## config.mk

```make
export PLATFORM = sky130hd
export DESIGN_NAME = mac_stat_counters
export DESIGN_NICKNAME = d
export VERILOG_FILES = /design/src/rtl/stat_pkg.sv /design/src/rtl/stat_sat_counter.sv /design/src/rtl/stat_read_port.sv /design/src/rtl/mac_stat_counters.sv
export SDC_FILE = /design/constraint.sdc
export NUM_CORES = 1
export LEC_CHECK = 0
export BUFFER_PORTS_ARGS = -buffer_cell sky130_fd_sc_hd__buf_4
export CAP_MARGIN = 20
export CORE_MARGIN = 8
export CORE_UTILIZATION = 54
export CTS_BUF_LIST = sky130_fd_sc_hd__clkbuf_16
export DETAILED_ROUTE_END_ITERATION = 16
export PLACE_DENSITY = 0.78
export SLEW_MARGIN = 20
export SYNTH_ARGS = -nofsm -noshare
export SYNTH_HDL_FRONTEND = slang
export SYNTH_HIERARCHICAL = 1
export SYNTH_SLANG_ARGS = --single-unit
```

## constraint.sdc

```tcl
create_clock -name clk -period 2.15 [get_ports clk]
set_input_delay 0.43 -clock clk [delete_from_list [all_inputs] [get_ports clk]]
set_output_delay 0.43 -clock clk [all_outputs]
set_load 0.005 [all_outputs]
```

## src/rtl/stat_pkg.sv

```systemverilog
package stat_pkg;
  localparam int DEF_CNT_W   = 4;
  localparam int DEF_NUM_CNT = 4;
endpackage

```

## src/rtl/stat_sat_counter.sv

```systemverilog
module stat_sat_counter #(
  parameter int W = 4
) (
  input  logic         clk,
  input  logic         rst,
  input  logic         clr,
  input  logic         ev,
  output logic [W-1:0] cnt,
  output logic         sat
);
  localparam logic [W-1:0] MAX = {W{1'b1}};
  localparam logic [W-1:0] ONE = W'(1);

  assign sat = (cnt == MAX);

  always_ff @(posedge clk) begin
    if (rst)            cnt <= '0;
    else if (clr)       cnt <= ev ? ONE : '0;   // colliding event opens the new window
    else if (ev && !sat) cnt <= cnt + ONE;
  end

  // a full counter stays full until cleared
  a_r4_no_wrap: assert property (@(posedge clk) disable iff (rst)
    sat && !clr |=> sat);

  // clear keeps only an event from the same cycle
  a_r6_clear_keeps_event: assert property (@(posedge clk) disable iff (rst)
    clr |=> (cnt == ($past(ev) ? ONE : '0)));

  // a counter moves by at most one per event
  a_r2_single_step: assert property (@(posedge clk) disable iff (rst)
    !clr && !sat |=> (cnt == $past(cnt) + ($past(ev) ? ONE : '0)));
endmodule

```

## src/rtl/stat_read_port.sv

```systemverilog
module stat_read_port #(
  parameter int W = 16
) (
  input  logic         clk,
  input  logic         rst,
  input  logic         rd_en,
  input  logic [W-1:0] word_in,
  output logic         rd_valid,
  output logic [W-1:0] rd_data
);
  always_ff @(posedge clk) begin
    if (rst) begin
      rd_valid <= 1'b0;
      rd_data  <= '0;
    end else begin
      rd_valid <= rd_en;
      if (rd_en) rd_data <= word_in;
    end
  end

  // one valid pulse per strobe carrying the pre-clear word
  a_r5_capture: assert property (@(posedge clk) disable iff (rst)
    rd_en |=> rd_valid && (rd_data == $past(word_in)));

  a_r5_no_spurious_valid: assert property (@(posedge clk) disable iff (rst)
    !rd_en |=> !rd_valid && $stable(rd_data));
endmodule

```

## src/rtl/mac_stat_counters.sv

```systemverilog
module mac_stat_counters #(
  parameter int CNT_W   = stat_pkg::DEF_CNT_W,
  parameter int NUM_CNT = stat_pkg::DEF_NUM_CNT
) (
  input  logic                     clk,
  input  logic                     rst,
  input  logic [NUM_CNT-1:0]       ev_pulse,
  input  logic                     rd_en,
  output logic                     rd_valid,
  output logic [CNT_W*NUM_CNT-1:0] rd_data,
  output logic                     irq
);
  localparam int WORD_W = CNT_W * NUM_CNT;

  logic [NUM_CNT-1:0][CNT_W-1:0] cnt;
  logic [NUM_CNT-1:0]            sat;
  logic [WORD_W-1:0]             word;

  for (genvar i = 0; i < NUM_CNT; i++) begin : g_cnt
    stat_sat_counter #(.W(CNT_W)) u_cnt (
      .clk (clk),
      .rst (rst),
      .clr (rd_en),
      .ev  (ev_pulse[i]),
      .cnt (cnt[i]),
      .sat (sat[i])
    );
    assign word[i*CNT_W +: CNT_W] = cnt[i];
  end

  assign irq = |sat;

  stat_read_port #(.W(WORD_W)) u_rd (
    .clk      (clk),
    .rst      (rst),
    .rd_en    (rd_en),
    .word_in  (word),
    .rd_valid (rd_valid),
    .rd_data  (rd_data)
  );

  // interrupt persists until a read
  a_r7_irq_hold: assert property (@(posedge clk) disable iff (rst)
    irq && !rd_en |=> irq);

  // a read always drops the interrupt
  a_r8_irq_drop: assert property (@(posedge clk) disable iff (rst)
    rd_en |=> !irq);

  // reset leaves the outputs quiet
  a_r1_reset_quiet: assert property (@(posedge clk)
    rst |=> !irq && !rd_valid);
endmodule

```

==> results.py <==
metrics = {
    "run_status": {
        "status": "finished clean",
    },
    "clock_network": {
        "cts_tree": "built",
        "h-tree-depth": 2,
        "worstSkewPairLatency_ps": 270,
        "root_buffer": "clkbuf_16",
        "numClockSinks": 33,
        "cts_buffers": 5,
        "hold_buffers": 0,
        "clock_path_buffers": 2,
        "cts.reportedPaths.clkPinSlew_ps": 50,
    },
    "placed_design": {
        "dp_hpwl_mm": 1.90,
        "dpl.cell_count": 197,
        "place_ws_ps": 220,
        "placed_area_sq_um": 1580,
        "gp_congestion": 0.910,
        "port_buffers": 24,
    },
    "synthesis": {
        "synth.yosys.warnings": 6,
        "avgSynthCellArea_sq_um": 9.53,
        "synth_cells": 147,
        "ys_seq_area_share_pct": 47.1,
        "synth-seq-cells": 33,
        "post-synth-top-area-cell": "dfxtp_1",
        "netlist_area_sq_um": 1400,
        "yosys-top-cells-area": "dfxtp_1, mux2i_1, nor2_1",
        "synth.distinct_cells": 21,
        "synthXorXnorAreaFrac_pct": 0,
        "syn-num-nets": 158,
        "synth_compound_area_share_pct": 16.4,
        "synth_top_area_share_pct": 47.1,
        "synth_top_family_by_area": "compound AO/OA/AOI/OAI gates",
        "synth-adder-area-share_pct": 3.57,
        "synthMuxAreaShare_pct": 11.4,
        "synth-simple-area-share_pct": 16.3,
    },
    "critical_path": {
        "critPathMaxFanout": 5,
        "crit_slowest_cell": "or4_1",
        "worst_ep_required_time_ps": 1720,
        "cpLargestDelayFamily": "simple AND/OR/NAND/NOR gates",
        "crit_path_start_kind": "flop",
        "critical_path_class": "flop to output pin",
        "cp.arrival_ps": 1680,
        "path_cells": "ha_4 -> and3_1 -> or4_1 -> buf_4",
        "worst-path-buf-inv": 1,
        "critPathCaptureType": "output pin",
        "cpPeakStageDelay_ps": 490,
    },
    "timing": {
        "min_period_ps": 2110,
        "grt_setup_unrepaired": "no",
        "timing.setup.tns_ps": 0,
        "hold_viol_final": 0,
        "finalCritPeriodShare_pct": 98.3,
        "skew_ps": 0.649,
        "max-slew-margin-rel_pct": 69.7,
        "maxSlewViolCount": 0,
        "timing.fmax_ghz": 0.473,
        "setup_slack_ps": 37.4,
        "worst_slew_pin_slew_ps": 455,
        "finalSetupViolations": 0,
        "timing.hold.ws_ps": 465,
    },
    "cells_and_area": {
        "antenna_cells": 0,
        "final_nets": 187,
        "drive_gt1_share_pct": 21.5,
        "areaGrowthSynthToFinish_pct": 25.6,
        "final_util_pct": 71.1,
        "fin_cells": 207,
        "fillers": 205,
        "final_cell_area_sq_um": 1760,
    },
    "power_and_ir_drop": {
        "p_per_area_nw_per_um2": 769,
        "p_switching_uw": 278,
        "power.share.switching_pct": 20.6,
        "combPwrFrac_pct": 5.9,
        "ir_worst_vdd_v": 0.000756,
        "totalPowerFinal_mw": 1.35,
        "p_seq_share_pct": 47.1,
        "p_leak_nw": 0.739,
        "intPower_mw": 1.08,
        "clkPwrFrac_pct": 47.0,
    },
    "routing": {
        "antenna_left": 0,
        "routed-via-count": 1173,
        "finalWirelength_mm": 2.93,
        "via_per_inst": 5.67,
        "routedWlPerCell_um": 14.2,
        "drt_iter0_markers": 90,
        "dr.pass1.iters": 4,
        "drc": 0,
    },
    "flow_run": {
        "maxCapViolCount": 0,
    },
    "floorplan": {
        "initial_utilization_pct": 56.6,
        "die_h_um": 66.9,
        "core-area_sq_um": 2480,
        "pin_count": 25,
        "die-area_sq_um": 4480,
        "rows": 18,
        "die_w_um": 66.9,
    },
    "global_routing": {
        "grt_max_degree": 38,
        "grt_pass1_vias": 1160,
        "track_usage_pct": 14.7,
        "grt_overflow": 0,
        "antenna_found_initial": 0,
        "grt_pass1_wl_mm": 5.11,
    },
    "hold_path": {
        "min_path_type": "input port to flop",
    },
}
[cell usage after synthesis, drive strengths merged]
library cell and n:
dfxtp 33, nor2 20, mux2i 16, o21ai 12, a2111oi 8, a21oi 8, inv 8, nor2b 5
a211oi 4, a31oi 4, and3 4, buf 4, ha 4, nand2 4, nand3b 4, nand4 4
nor3 4, or4 1
[timing repair]
item / CTS / global route
pin swaps: 2 / 1
gates resized for setup: 3 / 5
buffers inserted: 2 / 0
endpoints found under the setup margin: 1 / 1
[power by group through the flow]
| stage | registers, mW | clock network (mW) | logic [mW] |
|---|---|---|---|
| finish | 0.638 | 0.636 | 0.0803 |
| global route | 0.638 | 0.690 | 0.0903 |
| CTS | 0.636 | 0.658 | 0.0796 |
| detailed placement | 0.648 | 0 | 0.0780 |
| global placement | 0.647 | 0 | 0.0757 |
| floorplan | 0.646 | 0 | 0.0470 |
[metal layers]
metal	global-route usage, %	part of all wire (%)
met1	16.1	47
met2	24.0	46
met3	6.88	6.9
met4	6.27	0.27
met5	0	0
[registers in the layout, indices dropped and copies added, names as in the netlist]
signal,flops
g_cnt.u_cnt/cnt,16
u_rd/rd_valid,1
u_rd/rd_data,16
[final timing paths]
path                         startpoint                     to  slack, ps  depth (start not counted)
setup / recovery  g_cnt[3].u_cnt/cnt[0]                    irq         40                          4
hold / removal              ev_pulse[2]  g_cnt[2].u_cnt/cnt[0]        460                          3
setup reg to reg  g_cnt[1].u_cnt/cnt[0]  g_cnt[1].u_cnt/cnt[3]        860                          4
hold reg to reg         u_rd/rd_data[3]        u_rd/rd_data[3]        490                          2
[cells by family (layout without fill, tap and decap cells)]
group | Yosys count | in the layout
buf+inv | 12 | 42
compound gates | 36 | 36
fa+ha+maj | 4 | 4
mux | 16 | 16
simple gates | 46 | 46
flops | 33 | 33
[worst register-to-register path: stages (launching register included)]
cell	delay (ps)
dfxtp_1	390
ha_2	200
buf_4	120
nor3_1	50
a2111oi_1	400
[final cells by class]
cell class | instances | area (sq um) | share of cell area [%]
inverters | 8 | 30.0 | 1.71
multi-input cells | 102 | 699 | 39.7
repair buffers | 26 | 195 | 11.1
clock buffers | 5 | 125 | 7.11
clock inverters | 3 | 11.3 | 0.640
well taps | 30 | 37.5 | 2.13
flip-flops and latches | 33 | 662 | 37.6
[cells in the final DEF (no fill, tap or decap), types with 5 or more instances in the layout]
cell type   n
dfxtp_1    32
buf_4      26
nor2_1     20
mux2i_1    16
o21ai_0    12
inv_1      11
a21oi_1     8
clkbuf_16   5
nor2b_1     5
No activity file was read; power rests on OpenSTA's default activity.
